**src/rtl/cbs_pkg.sv**
```systemverilog
package cbs_pkg;

  typedef enum logic [2:0] {
    PH_IDLE,
    PH_ADDR,
    PH_DRIVE,
    PH_STRB,
    PH_HOLD,
    PH_UNSEL,
    PH_REL
  } phase_t;

  // strobes from control to datapath
  typedef struct packed {
    logic load;
    logic present;
    logic drive;
    logic rdStb;
    logic wrStb;
    logic sample;
    logic done;
  } ctl_t;

  // round a time up to whole clock cycles, minimum one
  function automatic int nsToCycles(longint ns, longint khz);
    longint c;
    c = (ns * khz + 64'd999999) / 64'd1000000;
    return (c < 1) ? 1 : int'(c);
  endfunction

endpackage

```
**src/rtl/cbs_ctrl.sv**
```systemverilog
module cbs_ctrl
  import cbs_pkg::*;
#(
  parameter int SETUP_CYC  = 3,
  parameter int STROBE_CYC = 500,
  parameter int SETTLE_CYC = 500,
  parameter int HOLD_CYC   = 8
) (
  input  logic clk,
  input  logic rstN,
  input  logic reqValid,
  input  logic reqWrite,
  output logic reqReady,
  output ctl_t ctl
);

  localparam int MAX_AB = (SETUP_CYC > HOLD_CYC) ? SETUP_CYC : HOLD_CYC;
  localparam int MAX_CD = (STROBE_CYC > SETTLE_CYC) ? STROBE_CYC : SETTLE_CYC;
  localparam int MAX_D  = (MAX_AB > MAX_CD) ? MAX_AB : MAX_CD;
  localparam int CNT_W  = $clog2(MAX_D + 1);

  localparam logic [CNT_W-1:0] LD_SETUP  = CNT_W'(SETUP_CYC - 1);
  localparam logic [CNT_W-1:0] LD_STROBE = CNT_W'(STROBE_CYC - 1);
  localparam logic [CNT_W-1:0] LD_SETTLE = CNT_W'(SETTLE_CYC - 1);
  localparam logic [CNT_W-1:0] LD_HOLD   = CNT_W'(HOLD_CYC - 1);

  phase_t           phase, phaseNext;
  logic [CNT_W-1:0] cnt, cntNext;
  logic             isWrite;
  logic             expire;
  logic             accept;

  assign expire = (cnt == '0);
  assign accept = (phase == PH_IDLE) && reqValid;

  always_comb begin
    phaseNext = phase;
    cntNext   = expire ? cnt : cnt - 1'b1;
    case (phase)
      PH_IDLE: if (reqValid) begin
        phaseNext = PH_ADDR;
        cntNext   = LD_SETUP;
      end
      PH_ADDR: if (expire) begin
        phaseNext = isWrite ? PH_DRIVE : PH_STRB;
        cntNext   = isWrite ? LD_SETUP : LD_SETTLE;
      end
      PH_DRIVE: if (expire) begin
        phaseNext = PH_STRB;
        cntNext   = LD_STROBE;
      end
      PH_STRB: if (expire) begin
        phaseNext = PH_HOLD;
        cntNext   = LD_HOLD;
      end
      PH_HOLD: if (expire) begin
        phaseNext = isWrite ? PH_UNSEL : PH_REL;
        cntNext   = '0;
      end
      PH_UNSEL: phaseNext = PH_REL;
      PH_REL:   phaseNext = PH_IDLE;
      default:  phaseNext = PH_IDLE;
    endcase
  end

  always_ff @(posedge clk or negedge rstN) begin
    if (!rstN) begin
      phase   <= PH_IDLE;
      cnt     <= '0;
      isWrite <= 1'b0;
    end else begin
      phase <= phaseNext;
      cnt   <= cntNext;
      if (accept) isWrite <= reqWrite;
    end
  end

  assign reqReady = (phase == PH_IDLE);

  always_comb begin
    ctl.load    = accept;
    ctl.present = (phase == PH_ADDR) || (phase == PH_DRIVE) ||
                  (phase == PH_STRB) || (phase == PH_HOLD);
    ctl.drive   = isWrite && ((phase == PH_DRIVE) || (phase == PH_STRB) ||
                              (phase == PH_HOLD) || (phase == PH_UNSEL));
    ctl.rdStb   = !isWrite && (phase == PH_STRB);
    ctl.wrStb   = isWrite && (phase == PH_STRB);
    ctl.sample  = !isWrite && (phase == PH_STRB) && expire;
    ctl.done    = (phase == PH_REL);
  end

endmodule

```
**src/rtl/cbs_datapath.sv**
```systemverilog
module cbs_datapath
  import cbs_pkg::*;
#(
  parameter int                ADDR_W     = 4,
  parameter int                DATA_W     = 8,
  parameter bit                ACT_LOW    = 1'b1,
  parameter logic [DATA_W-1:0] INPUT_MASK = '0
) (
  input  logic              clk,
  input  logic              rstN,
  input  ctl_t              ctl,
  input  logic [ADDR_W-1:0] reqAddr,
  input  logic [DATA_W-1:0] reqWdata,
  input  logic [DATA_W-1:0] busDataIn,
  output logic [ADDR_W-1:0] busAddr,
  output logic              busSel,
  output logic              busRdStb,
  output logic              busWrStb,
  output logic [DATA_W-1:0] busDataOe,
  output logic              rspDone,
  output logic [DATA_W-1:0] rspRdata
);

  logic [ADDR_W-1:0] addrQ, addrLogic;
  logic [DATA_W-1:0] wdataQ, rdQ;
  logic [DATA_W-1:0] pullPat;
  logic [DATA_W-1:0] rdSense;

  always_ff @(posedge clk or negedge rstN) begin
    if (!rstN) begin
      addrQ  <= '0;
      wdataQ <= '0;
      rdQ    <= '0;
    end else begin
      if (ctl.load) begin
        addrQ  <= reqAddr;
        wdataQ <= reqWdata;
      end
      if (ctl.sample) rdQ <= rdSense;
    end
  end

  assign addrLogic = ctl.present ? addrQ : '0;

  generate
    if (ACT_LOW) begin : g_inverted
      assign busAddr  = ~addrLogic;
      assign busSel   = ~ctl.present;
      assign busRdStb = ~ctl.rdStb;
      assign busWrStb = ~ctl.wrStb;
      assign pullPat  = wdataQ;
      assign rdSense  = ~busDataIn;
    end else begin : g_true
      assign busAddr  = addrLogic;
      assign busSel   = ctl.present;
      assign busRdStb = ctl.rdStb;
      assign busWrStb = ctl.wrStb;
      assign pullPat  = ~wdataQ;
      assign rdSense  = busDataIn;
    end
  endgenerate

  assign busDataOe = ctl.drive ? (pullPat & ~INPUT_MASK) : '0;
  assign rspDone   = ctl.done;
  assign rspRdata  = rdQ;

endmodule

```
**src/rtl/card_bus_seq.sv**
```systemverilog
module card_bus_seq
  import cbs_pkg::*;
#(
  parameter int                ADDR_W         = 4,
  parameter int                DATA_W         = 8,
  parameter int                CLK_KHZ        = 250000,
  parameter int                SETUP_NS       = 10,
  parameter int                STROBE_NS      = 2000,
  parameter int                SETTLE_NS      = 2000,
  parameter int                HOLD_NS        = 30,
  parameter bit                BUS_ACTIVE_LOW = 1'b1,
  parameter logic [DATA_W-1:0] INPUT_MASK     = '0
) (
  input  logic              clk,
  input  logic              rstN,
  input  logic              reqValid,
  output logic              reqReady,
  input  logic              reqWrite,
  input  logic [ADDR_W-1:0] reqAddr,
  input  logic [DATA_W-1:0] reqWdata,
  output logic              rspDone,
  output logic [DATA_W-1:0] rspRdata,
  output logic [ADDR_W-1:0] busAddr,
  output logic              busSel,
  output logic              busRdStb,
  output logic              busWrStb,
  output logic [DATA_W-1:0] busDataOe,
  input  logic [DATA_W-1:0] busDataIn
);

  localparam int SETUP_CYC  = nsToCycles(SETUP_NS, CLK_KHZ);
  localparam int STROBE_CYC = nsToCycles(STROBE_NS, CLK_KHZ);
  localparam int SETTLE_CYC = nsToCycles(SETTLE_NS, CLK_KHZ);
  localparam int HOLD_CYC   = nsToCycles(HOLD_NS, CLK_KHZ);

  ctl_t ctl;

  cbs_ctrl #(
    .SETUP_CYC (SETUP_CYC),
    .STROBE_CYC(STROBE_CYC),
    .SETTLE_CYC(SETTLE_CYC),
    .HOLD_CYC  (HOLD_CYC)
  ) u_ctrl (
    .clk     (clk),
    .rstN    (rstN),
    .reqValid(reqValid),
    .reqWrite(reqWrite),
    .reqReady(reqReady),
    .ctl     (ctl)
  );

  cbs_datapath #(
    .ADDR_W    (ADDR_W),
    .DATA_W    (DATA_W),
    .ACT_LOW   (BUS_ACTIVE_LOW),
    .INPUT_MASK(INPUT_MASK)
  ) u_dp (
    .clk      (clk),
    .rstN     (rstN),
    .ctl      (ctl),
    .reqAddr  (reqAddr),
    .reqWdata (reqWdata),
    .busDataIn(busDataIn),
    .busAddr  (busAddr),
    .busSel   (busSel),
    .busRdStb (busRdStb),
    .busWrStb (busWrStb),
    .busDataOe(busDataOe),
    .rspDone  (rspDone),
    .rspRdata (rspRdata)
  );

endmodule

```
**config.mk**
```make
export PLATFORM = sky130hd
export DESIGN_NAME = card_bus_seq
export DESIGN_NICKNAME = d
export VERILOG_FILES = /design/src/rtl/cbs_pkg.sv /design/src/rtl/cbs_ctrl.sv /design/src/rtl/cbs_datapath.sv /design/src/rtl/card_bus_seq.sv
export SDC_FILE = /design/constraint.sdc
export NUM_CORES = 1
export LEC_CHECK = 0
export BUFFER_PORTS_ARGS = -buffer_cell sky130_fd_sc_hd__buf_4
export CAP_MARGIN = 40
export CORE_ASPECT_RATIO = 0.75
export CORE_MARGIN = 8
export CORE_UTILIZATION = 50
export CTS_CLUSTER_DIAMETER = 200
export DETAILED_ROUTE_END_ITERATION = 10
export PLACE_DENSITY = 0.77
export REMOVE_ABC_BUFFERS = 1
export SYNTH_ARGS = -nofsm -noshare
export SYNTH_HDL_FRONTEND = slang
export SYNTH_SLANG_ARGS = --single-unit
```
**constraint.sdc**
```tcl
create_clock -name clk -period 2.1 [get_ports clk]
set_clock_uncertainty 0.2 [all_clocks]
set_input_delay 0.42 -clock clk [delete_from_list [all_inputs] [get_ports clk]]
set_output_delay 0.42 -clock clk [all_outputs]
set_load 0.005 [all_outputs]
```
==> summary.md <==
| Metric | Value |
|---|---|
| Initial Utilization | 52.85% |
| EDFF count, synth | 0 |
| Maximum VDD drop | 458.2 uV |
| Status | completed |
| CTS Buf Count | 5 |
| Worst Path Arrival | 1480 ps |
| Pre-CTS setup slack | 83.99 ps |
| CTS tree | done |
| FF-to-FF End | u_ctrl.cnt[0] |
| Worst-Margin Slew | 427.8 ps |
| WL/cell | 16.04 um |
| # rows | 18 |
| Routed vias | 1556 |
| Die height | 67.41 um |
| First-pass GRT wire length | 7362 um |
| Die X | 84.54 um |
| H-tree levels | 2 |
| Sequential area share after synthesis | 46.88% |
| Reg-to-Reg Start | u_ctrl.cnt[1] |
| P&R area growth vs syn | 38.35% |
| Part of the cycle the worst path needs | 99.99% |
| Critical path type | reg -> out |
| Vias per inst | 5.597 |
| DR iter-0 viols | 152 |
| Static leakage | 0.001146 uW |
| Post-layout util | 73.12% |
| Hold Path Depth | 2 |
| Vias in the first global route | 1601 |
| WHS Endpoint | u_dp.rspRdata[6] |
| Critical Path Sink Type | output port |
| Drt first pass iters | 4 |
| Core area | 0.003333 mm2 |
| Cell depth of the worst flop-to-flop path | 7 |
| Placed Cells | 267 |
| Endpoints failing setup | 0 |
| GRT Overall Usage | 15.97% |
| Internal reg-to-reg setup slack | 90 ps |
| IO Port Bufs | 48 |
| Hold Vio Cnt, Final | 0 |
| Relative slew slack | 71.48% |
| Largest net degree at the start of global routing | 34 |
| Wirelength, routed | 4459 um |
| Total Power | 1730 uW |
| Seq cells post-synth | 33 |
| Fmax | 0.4762 GHz |
| Crit-path max FO | 8 |
| Nets | 265 |
| Primary FF master, synth | dfrtp_1 |
| GR Overflow Total | 0 |
| Max Slew Vio Count | 0 |
| Hold Startpoint | busDataIn[6] |
| Ys Warns | 0 |
| PnR worst setup slack | 0.2162 ps |
| Clock-pin slew on the worst setup and hold paths | 70 ps |
| Hold_ws | 112.3 ps |
| DR DRC count | 0 |
| Post-synth ARST share | 100.0% |
| Syn Inst Count | 172 |
| Startpoint Class | flop |
| Post-synth cell types | 47 |
| Clock latency on the worst-skew pair | 280 ps |
| Share of cells above drive strength 1 | 42.86% |
| Worst Hold Class | in -> reg |
| Avg Synthesized Cell Area | 10.24 um2 |
| Max-cap viol count | 0 |
| Clock period minus worst slack | 2100 ps |
| Remaining antenna violation count | 0 |
| Hpwl dp | 3310 um |
| Clock Sink Count | 33 |
| Antenna violations before repair | 0 |
| RSZ-0062 raised after global routing | true |
| Post-synthesis cell area | 0.001762 mm2 |
| Pwr dens | 709.6 mW/mm2 |
| Die footprint | 0.005698 mm2 |
| Non-Filler Instances | 278 |
| Clock Tree Buf Depth | 2 |
| CTS root buffer | clkbuf_8 |
| I/O Pins | 49 |
| WP data required | 1480 ps |
| Routability cong. | 0.8262 |
| Diode count | 0 |
==> metrics by stage <==
| stage | setup TNS, ps | cell area, um2 |
|---|---|---|
| global route | -617.0 | 2437 |
| CTS | 0 | 2421 |
| floorplan | 0 | 1727 |
| finish | 0 | 2437 |
| global placement | 0 | 2247 |
| detailed placement | 0 | 2247 |
==> worst max-delay path, stage by stage (launching register included) <==
cell and delay [ps]:
dfrtp_1 400, buf_6 130, nand2b_4 150, a21oi_4 140, buf_6 130, and2_1 130, buf_4 110
==> cell usage after synthesis (2+ instances only) <==
master / count / area share (%)
nor2_1: 9 / 1.9
mux2_2: 12 / 7.7
o21a_1: 2 / 0.85
or3_1: 2 / 0.71
buf_2: 4 / 1.1
inv_1: 6 / 1.3
nand2_1: 22 / 4.7
and2_1: 9 / 3.2
nand3_1: 3 / 0.85
dfrtp_1: 33 / 47
o21ai_0: 10 / 2.8
o22ai_1: 2 / 0.71
ha_1: 4 / 2.8
nand2b_1: 5 / 1.8
a21o_1: 2 / 0.85
a31oi_1: 2 / 0.71
a21oi_1: 6 / 1.7
a211oi_1: 3 / 1.3
nor3_1: 2 / 0.57
o211ai_1: 2 / 0.85
o21ai_1: 3 / 0.85
a21boi_0: 4 / 1.7
==> how the worst max path moves through the flow <==
stage	from	end	slack (ps)	cells after the start
after floorplan	u_ctrl.cnt[0]	u_ctrl.cnt[0]	100	7
after global placement	u_ctrl.phase[2]	busDataOe[4]	130	6
after detailed placement	u_ctrl.cnt[1]	u_dp.rspRdata[3]	80	7
after CTS	u_ctrl.phase[2]	busDataOe[5]	3	6
after global routing	u_ctrl.phase[1]	busDataOe[7]	-70	5
final	u_ctrl.phase[2]	busDataOe[0]	0.2	6
==> placed cells by master, fill, tap and decap left out, drive strengths merged, types with 3 or more instances in the layout <==
cell type and n:
nor2 9, nor3 3, o21ai 13, mux2 12, inv 7, nand2b 5, a21boi 4, a211oi 4
and2 11, a21oi 6, clkbuf 5, nand2 23, buf 63, dfrtp 33, ha 4, nand3 3
==> layer usage <==
metal	track usage (%)	wire, um
met2	26.13	2180
met5	0	0
met3	6.303	359
met1	19.57	1897
met4	3.974	23
==> power breakdown <==
part,switching (uW),total (uW),internal (uW),leakage [uW]
Clock,240,595,355,0.0000543
Combinational,137,302,165,0.000716
Sequential,120,833,714,0.000375
==> final cells by class <==
cell class,count,area [um2]
clock buffer,5,68.82
clock inverter,3,46.29
fill,247,895.9
inverter,7,28.78
multi-input combinational,126,910.9
sequential,33,825.8
tap,40,50.05
timing repair buffer,64,506.7
==> what timing repair did <==
item,4_1_cts,5_1_grt
gates resized for setup,10,4
hold buffers,1,0
buffers inserted,2,0
pin swaps,1,0
endpoints found under the hold margin,33,0
endpoints found under the setup margin,13,21
==> cells by family after synthesis <==
kind of cell / Yosys count / share of synthesized area [%]
AOI/OAI and AO/OA: 44 / 16.97
and+or+nand+nor: 66 / 22.02
DFF: 33 / 46.87
buffers and inverters: 13 / 3.622
adders and majority gates: 4 / 2.841
muxes: 12 / 7.670
==> state kept, by name, summed over array words and instances, names as in the netlist <==
signal and flops:
u_ctrl.cnt 9, u_dp.pullPat 8, u_dp.rspRdata 8, u_dp.addrQ 4
u_ctrl.phase 3, u_ctrl.isWrite 1
Power figures use the tool's default switching activity.
